--- config.mk ---
export PLATFORM = sky130hd
export DESIGN_NAME = ccr_unit
export DESIGN_NICKNAME = d
export VERILOG_FILES = /design/src/rtl/ccr_pkg.sv /design/src/rtl/ccr_flag_eval.sv /design/src/rtl/ccr_mask_ctrl.sv /design/src/rtl/ccr_unit.sv
export SDC_FILE = /design/constraint.sdc
export NUM_CORES = 1
export LEC_CHECK = 0
export ABC_AREA = 0
export BUFFER_PORTS_ARGS = -buffer_cell sky130_fd_sc_hd__buf_2
export CORE_MARGIN = 1.5
export CORE_UTILIZATION = 30
export DETAILED_ROUTE_END_ITERATION = 12
export PLACE_DENSITY = 0.72
export REMOVE_ABC_BUFFERS = 1
export SETUP_SLACK_MARGIN = 0.1
export SYNTH_ARGS = -nofsm -noshare
export SYNTH_HDL_FRONTEND = slang
export SYNTH_SLANG_ARGS = --single-unit
--- constraint.sdc ---
create_clock -name clk -period 1.3 [get_ports clk]
set_clock_uncertainty 0.15 [all_clocks]
set_input_delay 0.13 -clock clk [delete_from_list [all_inputs] [get_ports clk]]
set_output_delay 0.13 -clock clk [all_outputs]
set_load 0.05 [all_outputs]
--- src/rtl/ccr_pkg.sv ---
package ccr_pkg;

    typedef enum logic [3:0] {
        OP_NOP    = 4'd0,
        OP_ADD    = 4'd1,
        OP_ADDACC = 4'd2,
        OP_ADC    = 4'd3,
        OP_SUB    = 4'd4,
        OP_CMP    = 4'd5,
        OP_LOGIC  = 4'd6,
        OP_SHIFT  = 4'd7,
        OP_IDX    = 4'd8
    } op_class_e;

    typedef struct packed {
        logic half;
        logic neg;
        logic zero;
        logic ovf;
        logic carry;
    } arith_flags_t;

    typedef struct packed {
        logic         xmask;
        logic         imask;
        arith_flags_t ar;
    } ccr_t;

    localparam int CCR_W   = $bits(ccr_t);
    localparam int ARITH_W = $bits(arith_flags_t);

    function automatic logic add_overflow(input logic a, input logic b, input logic r);
        return (a == b) && (r != a);
    endfunction

    function automatic logic sub_overflow(input logic a, input logic b, input logic r);
        return (a != b) && (r != a);
    endfunction

    function automatic logic is_add_class(input logic [3:0] c);
        return (c == OP_ADD) || (c == OP_ADDACC) || (c == OP_ADC);
    endfunction

endpackage

--- src/rtl/ccr_flag_eval.sv ---
module ccr_flag_eval
    import ccr_pkg::*;
#(
    parameter int DATA_W = 8
) (
    input  logic              op_valid,
    input  logic [3:0]        op_class,
    input  logic [DATA_W-1:0] result,
    input  logic              alu_carry,
    input  logic              half_carry,
    input  logic              opa_msb,
    input  logic              opb_msb,
    input  arith_flags_t      cur,
    output arith_flags_t      nxt,
    output logic              upd
);
    localparam int MSB = DATA_W - 1;

    logic res_zero;
    logic res_neg;

    assign res_zero = ~|result;
    assign res_neg  = result[MSB];

    always_comb begin
        nxt = cur;
        upd = 1'b0;
        if (op_valid) begin
            unique case (op_class_e'(op_class))
                OP_ADD, OP_ADDACC, OP_ADC: begin
                    upd       = 1'b1;
                    nxt.zero  = res_zero;
                    nxt.neg   = res_neg;
                    nxt.carry = alu_carry;
                    nxt.half  = half_carry;
                    nxt.ovf   = add_overflow(opa_msb, opb_msb, res_neg);
                end
                OP_SUB, OP_CMP: begin
                    upd       = 1'b1;
                    nxt.zero  = res_zero;
                    nxt.neg   = res_neg;
                    nxt.carry = alu_carry;
                    nxt.ovf   = sub_overflow(opa_msb, opb_msb, res_neg);
                end
                OP_LOGIC: begin
                    upd       = 1'b1;
                    nxt.zero  = res_zero;
                    nxt.neg   = res_neg;
                    nxt.ovf   = 1'b0;
                end
                OP_SHIFT: begin
                    upd       = 1'b1;
                    nxt.zero  = res_zero;
                    nxt.neg   = res_neg;
                    nxt.carry = alu_carry;
                    nxt.ovf   = res_neg ^ alu_carry;
                end
                OP_IDX: begin
                    upd       = 1'b1;
                    nxt.zero  = res_zero;
                end
                default: begin
                    upd = 1'b0;
                end
            endcase
        end
    end

endmodule

--- src/rtl/ccr_mask_ctrl.sv ---
module ccr_mask_ctrl (
    input  logic clk,
    input  logic rst,
    input  logic int_enter,
    input  logic int_nmi,
    input  logic restore,
    input  logic restore_imask,
    input  logic restore_xmask,
    input  logic sw_set_imask,
    input  logic sw_clr_imask,
    input  logic sw_clr_xmask,
    output logic imask_q,
    output logic xmask_q
);

    always_ff @(posedge clk) begin
        if (rst) begin
            imask_q <= 1'b1;
            xmask_q <= 1'b1;
        end else if (int_enter) begin
            imask_q <= 1'b1;
            if (int_nmi) begin
                xmask_q <= 1'b1;
            end
        end else if (restore) begin
            imask_q <= restore_imask;
            xmask_q <= xmask_q & restore_xmask;
        end else begin
            if (sw_set_imask) begin
                imask_q <= 1'b1;
            end else if (sw_clr_imask) begin
                imask_q <= 1'b0;
            end
            if (sw_clr_xmask) begin
                xmask_q <= 1'b0;
            end
        end
    end

    // reset leaves both masks set
    p_reset_masks_r1: assert property (@(posedge clk)
        rst |=> (imask_q && xmask_q));

    // the non-maskable mask rises only by reset or non-maskable entry
    p_xmask_rise_r11: assert property (@(posedge clk) disable iff (rst)
        $rose(xmask_q) |-> $past(rst || (int_enter && int_nmi)));

    // the interrupt mask falls only through restore or a software clear
    p_imask_fall_r12: assert property (@(posedge clk) disable iff (rst)
        $fell(imask_q) |-> $past(restore || sw_clr_imask));

    // interrupt entry always leaves the interrupt mask set
    p_entry_sets_imask_r10: assert property (@(posedge clk) disable iff (rst)
        int_enter |=> imask_q);

endmodule

--- src/rtl/ccr_unit.sv ---
module ccr_unit
    import ccr_pkg::*;
#(
    parameter int DATA_W = 8
) (
    input  logic              clk,
    input  logic              rst,
    input  logic              op_valid,
    input  logic [3:0]        op_class,
    input  logic [DATA_W-1:0] result,
    input  logic              alu_carry,
    input  logic              half_carry,
    input  logic              opa_msb,
    input  logic              opb_msb,
    input  logic              int_enter,
    input  logic              int_nmi,
    input  logic              restore,
    input  logic [CCR_W-1:0]  restore_bus,
    input  logic              sw_set_imask,
    input  logic              sw_clr_imask,
    input  logic              sw_clr_xmask,
    output logic [CCR_W-1:0]  flags,
    output logic              irq_ok,
    output logic              nmi_ok
);

    arith_flags_t ar_q;
    arith_flags_t ar_nxt;
    ccr_t         rbus;
    logic         alu_upd;
    logic         imask_q;
    logic         xmask_q;
    ccr_t         cur;

    assign rbus = ccr_t'(restore_bus);

    ccr_flag_eval #(.DATA_W(DATA_W)) u_eval (
        .op_valid   (op_valid),
        .op_class   (op_class),
        .result     (result),
        .alu_carry  (alu_carry),
        .half_carry (half_carry),
        .opa_msb    (opa_msb),
        .opb_msb    (opb_msb),
        .cur        (ar_q),
        .nxt        (ar_nxt),
        .upd        (alu_upd)
    );

    ccr_mask_ctrl u_mask (
        .clk           (clk),
        .rst           (rst),
        .int_enter     (int_enter),
        .int_nmi       (int_nmi),
        .restore       (restore),
        .restore_imask (rbus.imask),
        .restore_xmask (rbus.xmask),
        .sw_set_imask  (sw_set_imask),
        .sw_clr_imask  (sw_clr_imask),
        .sw_clr_xmask  (sw_clr_xmask),
        .imask_q       (imask_q),
        .xmask_q       (xmask_q)
    );

    always_ff @(posedge clk) begin
        if (rst) begin
            ar_q <= '0;
        end else if (int_enter) begin
            ar_q <= ar_q;
        end else if (restore) begin
            ar_q <= rbus.ar;
        end else if (alu_upd) begin
            ar_q <= ar_nxt;
        end
    end

    always_comb begin
        cur.xmask = xmask_q;
        cur.imask = imask_q;
        cur.ar    = ar_q;
    end

    assign flags  = cur;
    assign irq_ok = ~imask_q;
    assign nmi_ok = ~xmask_q;

    // an index step leaves every flag but zero untouched
    p_idx_zero_only_r7: assert property (@(posedge clk) disable iff (rst)
        (op_valid && op_class == 4'd8 && !int_enter && !restore) |=>
        ($stable(flags[1:0]) && $stable(flags[4:3])));

    // logic clears overflow and keeps carry and half carry
    p_logic_ovf_r8: assert property (@(posedge clk) disable iff (rst)
        (op_valid && op_class == 4'd6 && !int_enter && !restore) |=>
        (!flags[1] && $stable(flags[0]) && $stable(flags[4])));

    // half carry is held by every ALU class outside the add group
    p_half_hold_r5: assert property (@(posedge clk) disable iff (rst)
        (!is_add_class(op_class) && !int_enter && !restore) |=> $stable(flags[4]));

    // interrupt entry never alters the arithmetic flags
    p_entry_keeps_arith_r10: assert property (@(posedge clk) disable iff (rst)
        int_enter |=> $stable(flags[4:0]));

    // after a shift, overflow equals negative XOR carry
    p_shift_ovf_r9: assert property (@(posedge clk) disable iff (rst)
        (op_valid && op_class == 4'd7 && !int_enter && !restore) |=>
        (flags[1] == (flags[3] ^ flags[0])));

endmodule

==> impl_metrics.json <==
{
  "max_cap_violations": 0,
  "synth_top_area_share_pct": 27.7,
  "hpwl_mm": 1.14,
  "synth_top_flop_cell": "dfxtp_1",
  "nNetsFinal": 147,
  "start_util_pct": 32.9,
  "crit_buf_inv": 2,
  "antennaDiodeCount": 0,
  "hp-start": "sw_set_imask",
  "placed_area_um2": 763,
  "synth_common_cells": "nor2_1 (9), dfxtp_1 (7), inv_1 (5), mux2i_1 (4), nor3_1 (4)",
  "path_delay_family": "buffers and inverters",
  "synth_top_cell_by_area": "dfxtp_1",
  "setup_violations": 0,
  "final_area_um2": 838,
  "clock_latency_ns": 0.26,
  "synthTopCellsByArea": "dfxtp_1 (28%), mux2i_1 (7.9%), nor2_1 (6.7%)",
  "track_usage_pct": 15.4,
  "synthCells": 63,
  "clk_path_buf_depth": 2,
  "r2r_end": "flags[0]",
  "fin_crit_sh_pct": 90.1,
  "clock-root-buffer": "clkbuf_4",
  "slew_violations": 0,
  "hold_depth": 3,
  "cts_made_buffers": 3,
  "ys_seq_elements": 7,
  "ir_drop_v": 0.000656,
  "p_leak_uw": 0.000434,
  "grt-ovfl-total": 0,
  "critical_path.startpoint_type": "input port",
  "drc_errors": 0,
  "ant_nets": 0,
  "cts.sinks": 7,
  "cts_tree": "done",
  "cp_cell_sequence": "dlygate4sd3_1 > buf_2 > o41ai_2",
  "p_per_area_mw_per_mm2": 835,
  "fp-row-count": 14,
  "ys_types": 30,
  "die_height_um": 44.1,
  "drt-total-wl_mm": 1.43,
  "path_clk_slew_ns": 0.06,
  "slew-limit-headroom_pct": 83.0,
  "port_buffers": 40,
  "grt_max_degree": 9,
  "dr.pass1.iters": 4,
  "crit-reg2reg-launch": "flags[0]",
  "route.detailed.wl_per_inst_um": 11.0,
  "cp_max_fo": 8,
  "hold_ws_ns": 0.00291,
  "outcome": "complete, no violations",
  "max_freq_ghz": 0.854,
  "synth.cell_area_um2": 507,
  "hold_end": "u_mask.imask_q",
  "place_congestion": 0.751,
  "vias_per_cell": 4.72,
  "die_x_um": 44.1,
  "tightest_slew_ns": 0.254,
  "ys_seq_area_share_pct": 27.7,
  "grt_pass1_vias": 593,
  "via_count": 613,
  "synthMostInstantiatedCell": "nor2_1",
  "dieArea_mm2": 0.00194,
  "finalHoldViolCount": 0,
  "drt_iter0_drc": 14,
  "holdCritPathClass": "input port to flip-flop",
  "htree_levels": 1,
  "finalCriticalPeriod_ns": 1.17,
  "cts_setup_buffers": 0,
  "avgSynthCellArea_um2": 8.04,
  "worst_path_largest_cell_delay_ns": 0.53,
  "crit_slowest_cell": "dlygate4sd3_1",
  "rsz0062_at_grt": "yes",
  "yosys_warnings": 0,
  "antenna_found_initial": 0,
  "io_pins": 41,
  "worst_r2r_path_depth": 2,
  "cp.arrival_ns": 1.18,
  "syn_to_final_growth_pct": 65.4,
  "r2r_slack_ns": 0.46,
  "tns_ns": 0,
  "grt_pass1_wl_mm": 2.26,
  "synthArstFlopShare_pct": 0,
  "synth_edf_count": 0,
  "drive_above_1_share_pct": 50.9,
  "worst_ep_required_time_ns": 1.31,
  "core_mm2": 0.00154,
  "endpoint_kind": "flip-flop",
  "path_class": "input port to flip-flop",
  "power_uw": 700
}
-- power breakdown --
group	leakage, uW	internal, uW	total, uW	switching (uW)
sequential	0.0000577	229	236	6.68
clock	0.0000177	113	206	93.2
combinational	0.000359	111	258	146
-- final cells by class --
cell class,instances,area (um^2)
timing repair buffer,51,293
clock inverter,1,5.00
tap,16,20.0
clock buffer,3,22.5
inverter,5,18.8
sequential,7,140
multi-input combinational,47,339
fill,157,703
-- logic make-up (layout without fill, tap and decap cells) --
family | count (synthesis) | in the layout | synth area share [%]
flip-flops | 7 | 7 | 27.7
XOR/XNOR | 3 | 3 | 5.19
AO/OA/AOI/OAI | 18 | 18 | 26.7
buffers and inverters | 9 | 60 | 8.39
multiplexers | 5 | 5 | 10.1
AND/OR/NAND/NOR | 21 | 21 | 22.0
-- tightest hold or removal path: cells and delay by family --
family | cells | cell delay [ns]
buf+inv | 1 | 0.07
compound gates | 2 | 0.17
-- how the worst max path moves through the flow --
| stage | from | end | slack, ns | depth (start not counted) |
|---|---|---|---|---|
| 6_report | rst | flags[1] | 0.13 | 3 |
| 5_1_grt | op_class[1] | flags[2] | 0.09 | 6 |
| 4_1_cts | op_class[3] | flags[1] | 0.12 | 5 |
| 3_5_place_dp | op_class[3] | flags[1] | -0.16 | 5 |
| 3_3_place_gp | op_class[3] | flags[1] | -0.12 | 5 |
| 2_1_floorplan | u_mask.xmask_q | u_mask.xmask_q | -0.11 | 2 |
-- stage by stage --
| step | worst slack [ns] | util (%) | std cells |
|---|---|---|---|
| after global routing | 0.0881 | 54.4 | 130 |
| after CTS | 0.118 | 53.2 | 130 |
| after floorplan | -0.105 | - | 59 |
| after global placement | -0.119 | 49.5 | 123 |
| after detailed placement | -0.156 | 49.5 | 123 |
| final | 0.129 | 54.4 | 130 |
-- flip-flops by register name (all words and copies together), names as in the netlist --
register,count
flags,5
u_mask.imask_q,1
u_mask.xmask_q,1
-- timing repair --
item	in CTS	in global routing
hold endpoints to repair	3	0
gates resized for setup	0	5
hold buffers	3	0
endpoints found under the setup margin	0	4
-- placed cells by master (no fill, tap or decap), types with 2 or more instances in the layout --
| master | Yosys | layout |
|---|---|---|
| buf_2 | 1 | 39 |
| nor2_1 | 9 | 9 |
| buf_4 | 2 | 8 |
| dfxtp_1 | 7 | 7 |
| inv_1 | 5 | 5 |
| mux2i_1 | 4 | 4 |
| clkbuf_4 | 0 | 4 |
| a211oi_1 | 3 | 3 |
| a21oi_1 | 3 | 3 |
| dlygate4sd3_1 | 0 | 3 |
| nor3_1 | 4 | 2 |
| xor2_1 | 2 | 2 |
| nor3_2 | 0 | 2 |
| o21bai_1 | 2 | 2 |
| o21ai_0 | 3 | 2 |
-- routing by layer --
metal | GRT usage (%) | share of wire, %
met5 | 0 | 0
met1 | 17.6 | 42
met2 | 27.6 | 52
met4 | 5.45 | 0.56
met3 | 3.67 | 4.7
(Power assumes the default switching activity.)
